`src/rtl/rtc_acc_pkg.sv`:
```
package rtc_acc_pkg;

  typedef enum logic [2:0] {
    A_CTRL   = 3'd0,
    A_SUBSEC = 3'd1,
    A_SEC    = 3'd2,
    A_MIN    = 3'd3,
    A_HOUR   = 3'd4,
    A_DAY_LO = 3'd5,
    A_DAY_HI = 3'd6,
    A_NONE   = 3'd7
  } reg_addr_e;

  localparam int unsigned CB_OSC = 0;
  localparam int unsigned CB_WR  = 1;
  localparam int unsigned CB_RD  = 2;

  typedef struct packed {
    logic [15:0] day;
    logic [7:0]  hour;
    logic [7:0]  min;
    logic [7:0]  sec;
    logic [7:0]  ss;
  } rtc_time_t;

endpackage

```
`src/rtl/rtc_enable_win.sv`:
```
module rtc_enable_win #(
  parameter int unsigned CNT_W        = 8,
  parameter int unsigned WIN_CYC      = 20,
  parameter int unsigned AUTO_CLR_CYC = 39
) (
  input  logic clk_i,
  input  logic rst_ni,
  input  logic set_i,
  input  logic clr_i,
  output logic en_o,
  output logic open_o,
  output logic toggle_o
);

  logic             en_q;
  logic [CNT_W-1:0] age_q;
  logic             expire;

  assign expire   = en_q && (age_q == CNT_W'(AUTO_CLR_CYC - 1));
  assign toggle_o = en_q ? (clr_i || expire) : set_i;
  assign en_o     = en_q;
  assign open_o   = en_q && (age_q < CNT_W'(WIN_CYC));

  always_ff @(posedge clk_i or negedge rst_ni) begin
    if (!rst_ni) begin
      en_q  <= 1'b0;
      age_q <= '0;
    end else if (toggle_o) begin
      en_q  <= ~en_q;
      age_q <= '0;
    end else if (en_q) begin
      age_q <= age_q + 1'b1;
    end
  end

endmodule

```
`src/rtl/rtc_guard.sv`:
```
module rtc_guard #(
  parameter int unsigned GUARD_CYC = 4
) (
  input  logic clk_i,
  input  logic rst_ni,
  input  logic load_i,
  output logic busy_o
);

  localparam int unsigned GW = $clog2(GUARD_CYC + 1);

  logic [GW-1:0] cnt_q;

  assign busy_o = (cnt_q != '0);

  always_ff @(posedge clk_i or negedge rst_ni) begin
    if (!rst_ni)     cnt_q <= '0;
    else if (load_i) cnt_q <= GW'(GUARD_CYC);
    else if (busy_o) cnt_q <= cnt_q - 1'b1;
  end

endmodule

```
`src/rtl/rtc_time_core.sv`:
```
module rtc_time_core
  import rtc_acc_pkg::*;
#(
  parameter int unsigned PEND_W = 4
) (
  input  logic            clk_i,
  input  logic            rst_ni,
  input  logic            tick_i,
  input  logic            halt_i,
  input  logic            clear_i,
  input  logic            wr_i,
  input  reg_addr_e       wr_addr_i,
  input  logic [7:0]      wr_data_i,
  output rtc_time_t       time_o,
  output logic [PEND_W-1:0] pend_o
);

  localparam logic [PEND_W-1:0] PMAX = {PEND_W{1'b1}};
  localparam logic [31:0]       LIMS = {8'd23, 8'd59, 8'd59, 8'd255};

  logic [PEND_W-1:0] pend_q;
  logic              adv;
  logic [4:0]        carry;
  logic [31:0]       fld_w;
  logic [15:0]       day_q;

  assign adv      = !halt_i && (tick_i || (pend_q != '0));
  assign carry[0] = adv;

  always_ff @(posedge clk_i or negedge rst_ni) begin
    if (!rst_ni) begin
      pend_q <= '0;
    end else if (halt_i) begin
      if (tick_i && (pend_q != PMAX)) pend_q <= pend_q + 1'b1;
    end else if (!tick_i && (pend_q != '0)) begin
      pend_q <= pend_q - 1'b1;
    end
  end

  for (genvar i = 0; i < 4; i++) begin : g_fld
    localparam logic [7:0] LIM = LIMS[i*8 +: 8];
    logic [7:0] val_q;
    logic       wrap;
    logic       wr_hit;
    logic       clr_hit;

    assign wrap       = (val_q >= LIM);
    assign carry[i+1] = carry[i] && wrap;
    assign fld_w[i*8 +: 8] = val_q;

    if (i == 0) begin : g_ss
      assign wr_hit  = 1'b0;
      assign clr_hit = clear_i;
    end else begin : g_rw
      assign wr_hit  = wr_i && (wr_addr_i == reg_addr_e'(3'(i + 1)));
      assign clr_hit = 1'b0;
    end

    always_ff @(posedge clk_i or negedge rst_ni) begin
      if (!rst_ni)       val_q <= '0;
      else if (clr_hit)  val_q <= '0;
      else if (wr_hit)   val_q <= wr_data_i;
      else if (carry[i]) val_q <= wrap ? 8'd0 : val_q + 8'd1;
    end
  end

  always_ff @(posedge clk_i or negedge rst_ni) begin
    if (!rst_ni)                              day_q <= '0;
    else if (wr_i && wr_addr_i == A_DAY_LO)   day_q[7:0]  <= wr_data_i;
    else if (wr_i && wr_addr_i == A_DAY_HI)   day_q[15:8] <= wr_data_i;
    else if (carry[4])                        day_q <= day_q + 16'd1;
  end

  assign time_o.ss   = fld_w[7:0];
  assign time_o.sec  = fld_w[15:8];
  assign time_o.min  = fld_w[23:16];
  assign time_o.hour = fld_w[31:24];
  assign time_o.day  = day_q;
  assign pend_o      = pend_q;

endmodule

```
`src/rtl/rtc_access_ctrl.sv`:
```
module rtc_access_ctrl
  import rtc_acc_pkg::*;
#(
  parameter int unsigned GUARD_CYC    = 4,
  parameter int unsigned WIN_CYC      = 125000,
  parameter int unsigned AUTO_CLR_CYC = 243750,
  parameter int unsigned PEND_W       = 4
) (
  input  logic       clk_i,
  input  logic       rst_ni,
  input  logic       tick_i,
  input  logic       unlock_i,
  input  logic [2:0] bus_addr_i,
  input  logic       bus_wr_i,
  input  logic       bus_rd_i,
  input  logic [7:0] bus_wdata_i,
  output logic [7:0] bus_rdata_o
);

  localparam int unsigned CNT_W = $clog2(AUTO_CLR_CYC + 1);

  reg_addr_e         addr;
  logic              unlock_q;
  logic              osc_q;
  logic              guard_busy;
  logic [1:0]        win_set, win_clr, win_en, win_open, win_tgl;
  logic              ctrl_wr;
  logic              rd_en, wr_en, rd_ok, wr_ok, wr_fall;
  rtc_time_t         tm;
  logic [7:0]        ss_cur;
  logic [PEND_W-1:0] pend_cnt;

  assign addr    = reg_addr_e'(bus_addr_i);
  assign ctrl_wr = bus_wr_i && (addr == A_CTRL) &&
                   !(bus_wdata_i[CB_RD] && bus_wdata_i[CB_WR]);

  // index 0: read window, index 1: write window
  always_comb begin
    win_set[0] = ctrl_wr && bus_wdata_i[CB_RD] && !guard_busy;
    win_clr[0] = ctrl_wr && !bus_wdata_i[CB_RD];
    win_set[1] = ctrl_wr && unlock_q && bus_wdata_i[CB_WR] && !guard_busy;
    win_clr[1] = ctrl_wr && unlock_q && !bus_wdata_i[CB_WR];
  end

  for (genvar w = 0; w < 2; w++) begin : g_win
    rtc_enable_win #(
      .CNT_W       (CNT_W),
      .WIN_CYC     (WIN_CYC),
      .AUTO_CLR_CYC(AUTO_CLR_CYC)
    ) i_win (
      .clk_i   (clk_i),
      .rst_ni  (rst_ni),
      .set_i   (win_set[w]),
      .clr_i   (win_clr[w]),
      .en_o    (win_en[w]),
      .open_o  (win_open[w]),
      .toggle_o(win_tgl[w])
    );
  end

  rtc_guard #(.GUARD_CYC(GUARD_CYC)) i_guard (
    .clk_i (clk_i),
    .rst_ni(rst_ni),
    .load_i(|win_tgl),
    .busy_o(guard_busy)
  );

  assign rd_en   = win_en[0];
  assign wr_en   = win_en[1];
  assign rd_ok   = win_open[0] && !guard_busy;
  assign wr_ok   = win_open[1] && !guard_busy;
  assign wr_fall = win_tgl[1] && wr_en;

  always_ff @(posedge clk_i or negedge rst_ni) begin
    if (!rst_ni) begin
      unlock_q <= 1'b0;
      osc_q    <= 1'b0;
    end else begin
      unlock_q <= unlock_i;
      if (ctrl_wr && unlock_q) osc_q <= bus_wdata_i[CB_OSC];
    end
  end

  rtc_time_core #(.PEND_W(PEND_W)) i_core (
    .clk_i    (clk_i),
    .rst_ni   (rst_ni),
    .tick_i   (tick_i && osc_q),
    .halt_i   (wr_en),
    .clear_i  (wr_fall),
    .wr_i     (bus_wr_i && wr_ok),
    .wr_addr_i(addr),
    .wr_data_i(bus_wdata_i),
    .time_o   (tm),
    .pend_o   (pend_cnt)
  );

  assign ss_cur = tm.ss;

  always_comb begin
    bus_rdata_o = 8'h00;
    if (bus_rd_i) begin
      unique case (addr)
        A_CTRL:   bus_rdata_o = {5'b0, rd_en, wr_en, osc_q};
        A_SUBSEC: bus_rdata_o = rd_ok ? tm.ss       : 8'h00;
        A_SEC:    bus_rdata_o = rd_ok ? tm.sec      : 8'h00;
        A_MIN:    bus_rdata_o = rd_ok ? tm.min      : 8'h00;
        A_HOUR:   bus_rdata_o = rd_ok ? tm.hour     : 8'h00;
        A_DAY_LO: bus_rdata_o = rd_ok ? tm.day[7:0] : 8'h00;
        A_DAY_HI: bus_rdata_o = rd_ok ? tm.day[15:8]: 8'h00;
        default:  bus_rdata_o = 8'h00;
      endcase
    end
  end

endmodule

```
`config.mk`:
```
export PLATFORM = sky130hd
export DESIGN_NAME = rtc_access_ctrl
export DESIGN_NICKNAME = d
export VERILOG_FILES = /design/src/rtl/rtc_acc_pkg.sv /design/src/rtl/rtc_enable_win.sv /design/src/rtl/rtc_guard.sv /design/src/rtl/rtc_time_core.sv /design/src/rtl/rtc_access_ctrl.sv
export SDC_FILE = /design/constraint.sdc
export NUM_CORES = 1
export LEC_CHECK = 0
export ABC_AREA = 1
export BUFFER_PORTS_ARGS = -buffer_cell sky130_fd_sc_hd__buf_2
export CAP_MARGIN = 10
export CORE_MARGIN = 4
export CORE_UTILIZATION = 38
export DETAILED_ROUTE_END_ITERATION = 8
export GPL_TIMING_DRIVEN = 0
export PLACE_DENSITY = 0.56
export SLEW_MARGIN = 15
export SYNTH_ARGS = -nofsm -noshare
export SYNTH_HDL_FRONTEND = slang
export SYNTH_SLANG_ARGS = --single-unit
```
`constraint.sdc`:
```
create_clock -name clk_i -period 4.9 [get_ports clk_i]
set_input_delay 1.225 -clock clk_i [delete_from_list [all_inputs] [get_ports clk_i]]
set_output_delay 1.225 -clock clk_i [all_outputs]
set_load 0.02 [all_outputs]
```
==> results.py <==
metrics = {
    "power_and_ir_drop": {
        "p_int_mw": 1.59,
        "clock_power_share": 0.310,
        "power_leakage_nw": 3.47,
        "p_sw_frac": 0.365,
        "combPwrFrac": 0.275,
        "p_per_area_nw_per_um2": 346,
        "ir_worst_vdd_mv": 0.222,
        "p_switching_mw": 0.913,
        "power_frac_seq": 0.415,
    },
    "route": {
        "drt-met1-wl_um": 8650,
        "met3_length_um": 749,
        "remaining_drc_errors": 0,
        "top_layer_used": "met5",
        "avgRoutedWirePerCell_um": 15.2,
        "vias": 6078,
        "wl_um": 17800,
        "wl_met2_um": 8000,
        "drt_iter0_markers": 434,
        "via_per_inst": 5.19,
        "first_pass_iters": 5,
        "postRouteAntennaNets": 0,
    },
    "die": {
        "die_w_um": 139,
        "core_area_um2": 16600,
        "die_y_um": 139,
        "num_rows": 47,
        "start_util": 0.389,
        "ios": 25,
        "dieArea_um2": 19200,
    },
    "timing": {
        "rsz0062_at_grt": "false",
        "slew_violations": 0,
        "clock_skew_ps": 12.1,
        "worstMarginPinSlew_ps": 637,
        "setup_violations": 0,
        "period_share": 0.839,
        "period_needed_ps": 4110,
        "max_freq_mhz": 243,
        "fin_setup_tns_ps": 0,
        "slew_headroom": 0.572,
        "worst_slack_ps": 790,
        "finalHoldViolations": 0,
    },
    "clock_tree": {
        "clk_latency_ps": 350,
        "ctsHoldBuffers": 0,
        "postCtsSetupRepairBufs": 0,
        "post_cts_resized": 0,
        "h-tree-depth": 3,
        "cts_tree": "yes",
        "path_clk_slew_ps": 70,
        "clockBufferDepth": 2,
        "clock-sinks": 95,
        "cts_buffers": 9,
        "cts-root-buf": "clkbuf_16",
    },
    "worst_setup_path": {
        "reg2reg_depth": 8,
        "cp_top_family": "simple AND/OR/NAND/NOR gates",
        "path_depth": 8,
        "path_cells": "buf_2, inv_1, nor3_1, nand2_1, o2111ai_1, nor2_1, o21ai_0, buf_2",
        "crit_path_frequent_cell": "buf_2",
        "crit_buf_inv": 3,
        "cp-end-kind": "primary output",
        "cp_max_fo": 6,
        "r2r_slack_ps": 2800,
        "worstSetupPathType": "input port to primary output",
        "critPathLaunchType": "input port",
        "cpMaxStageDelayCell": "nor3_1",
        "max_stage_delay_ps": 500,
        "cp.required_ps": 3670,
        "cp.arrival_ps": 2880,
    },
    "worst_hold_path": {
        "hold_class": "flip-flop to flip-flop",
        "hold-path-cell-count": 2,
    },
    "global_routing": {
        "antenna_found_initial": 1,
        "grt_use_total": 0.187,
        "grt_pass1_vias": 5773,
        "overflow": 0,
        "grt_max_degree": 68,
        "grt_pass1_wl_um": 29700,
    },
    "final_layout": {
        "syn_to_final_growth_pct": 11.6,
        "seq_area_um2": 2380,
        "fill_cells": 1739,
        "num_antenna_cells": 0,
        "drive_gt1_frac": 0.0863,
        "final_nets": 976,
        "multi_input_area_um2": 3580,
    },
    "logic_synthesis": {
        "synthCells": 909,
        "synth_simple_gate_area_frac": 0.392,
        "synth_edf_count": 0,
        "synthXorXnorAreaFrac": 0.0514,
        "postSynthNetCount": 940,
        "ys_seq_elements": 95,
        "synthAdderAreaFrac": 0.0282,
        "syn_area_um2": 6470,
        "synthArstFlopShare": 1.00,
        "synthMuxAreaShare": 0.00348,
        "yosys_warnings": 0,
        "synth_seq_area_share": 0.367,
        "synth_compound_area_frac": 0.0767,
        "syn_area_per_cell_um2": 7.12,
        "synth_top_family_by_area": "simple AND/OR/NAND/NOR gates",
        "ys.flop_type": "dfrtp_1",
        "synth_cell_type_count": 46,
    },
    "placement": {
        "gp_congestion": 0.923,
        "hpwl_um": 13500,
        "pre_cts_ws_ps": 815,
        "port-buffer-count": 24,
    },
    "run_status": {
        "status": "completed",
    },
    "job": {
        "drv_cap": 0,
    },
}
==> stage by stage <==
stage	hold slack [ps]	area [µm²]	cells	utilization	total power [mW]
final	494	7230	1170	0.434	2.50
after detailed placement	474	6900	1154	0.415	1.75
after floorplan	449	6470	909	-	1.53
after global routing	522	7230	1170	0.434	2.68
after global placement	467	6870	1153	0.413	1.73
after CTS	496	7230	1170	0.434	2.53
==> layout by cell type, fill, tap and decap left out, types with 2 or more instances in the layout <==
master and count:
a211oi_1 3, a21o_1 2, a21oi_1 11, a31oi_1 4, buf_2 30, buf_4 6
buf_6 2, bufinv_16 2, clkbuf_1 4, clkbuf_16 9, clkinv_2 2, clkinv_4 2
clkinvlp_4 2, dfrtp_1 95, ha_1 13, inv_1 105, inv_4 2, mux2_2 2
nand2_1 242, nand2_4 4, nand3_1 118, nand3_2 6, nand3b_1 10, nand4_1 48
nor2_1 85, nor3_1 24, o2111ai_1 3, o211ai_1 2, o21ai_0 38, o21ai_1 3
o22ai_1 12, o31ai_1 2, or2_2 3, xnor2_1 8, xor2_1 30
==> cells in the mapped netlist, types with 4 or more instances <==
master    number  area (µm²)
a21oi_1       11        55.1
a31oi_1        4        25.0
buf_2          7        35.0
buf_4          6        45.0
clkbuf_1       4        15.0
dfrtp_1       95        2380
ha_1          13         163
inv_1        105         394
nand2_1      242         908
nand2_4        4        45.0
nand3_1      118         591
nand3_2        6        60.1
nand3b_1      10        75.1
nand4_1       48         300
nor2_1        85         319
nor3_1        24         120
o21ai_0       38         190
o22ai_1       12        75.1
xnor2_1        8        70.1
xor2_1        30         263
==> cell families after synthesis <==
logic type                 count (synthesis)
and+or+nand+nor                          548
buffers and inverters                    127
DFF                                       95
AOI/OAI and AO/OA                         85
xor gates and xnor gates                  38
adders and majority gates                 14
muxes                                      2
==> state kept, by name, indices dropped and copies added (netlist names) <==
signal / count
unlock_q: 1
i_core.day_q: 16
i_guard.cnt_q: 3
g_win.i_win.age_q: 36
i_core.g_fld.val_q: 32
i_core.pend_o: 4
g_win.i_win.en_o: 2
osc_q: 1
==> area by class of cell <==
class,count,share of cell area
plain buffers,18,0.0147
clock buffers,9,0.0312
clock inverters,7,0.0135
inverters,109,0.0575
multi-input cells,687,0.495
flip-flops and latches,95,0.329
well taps,220,0.0381
repair buffers,25,0.0213
==> power groups by stage <==
stage	Clock, mW	Combinational, mW	Sequential (mW)
after floorplan	0	0.511	1.01
after global placement	0	0.680	1.05
after detailed placement	0	0.694	1.05
after CTS	0.797	0.697	1.04
after global routing	0.823	0.795	1.06
final	0.777	0.688	1.04
==> per-layer routing <==
layer	up-vias	GRT usage
li1	3105	-
met1	2828	0.265
met2	115	0.295
met3	28	0.0276
met4	2	0.0624
met5	-	0
==> tightest hold or removal path, delay by kind of cell (launching register included) <==
family / cells / cell delay [ps]
flip-flops: 1 / 350
AND/OR/NAND/NOR: 2 / 120
==> worst paths after layout <==
check | from | to
worst min register to register | i_core.day_q[14] | i_core.day_q[14]
worst max-delay path | bus_addr_i[0] | bus_rdata_o[1]
min in group asynchronous | rst_ni | i_core.g_fld[2].val_q[5]
worst max register to register | i_guard.cnt_q[0] | g_win[0].i_win.age_q[6]
max in group asynchronous | rst_ni | g_win[0].i_win.age_q[4]
worst min-delay path | i_core.day_q[14] | i_core.day_q[14]
No activity file was read; power rests on OpenSTA's default activity.
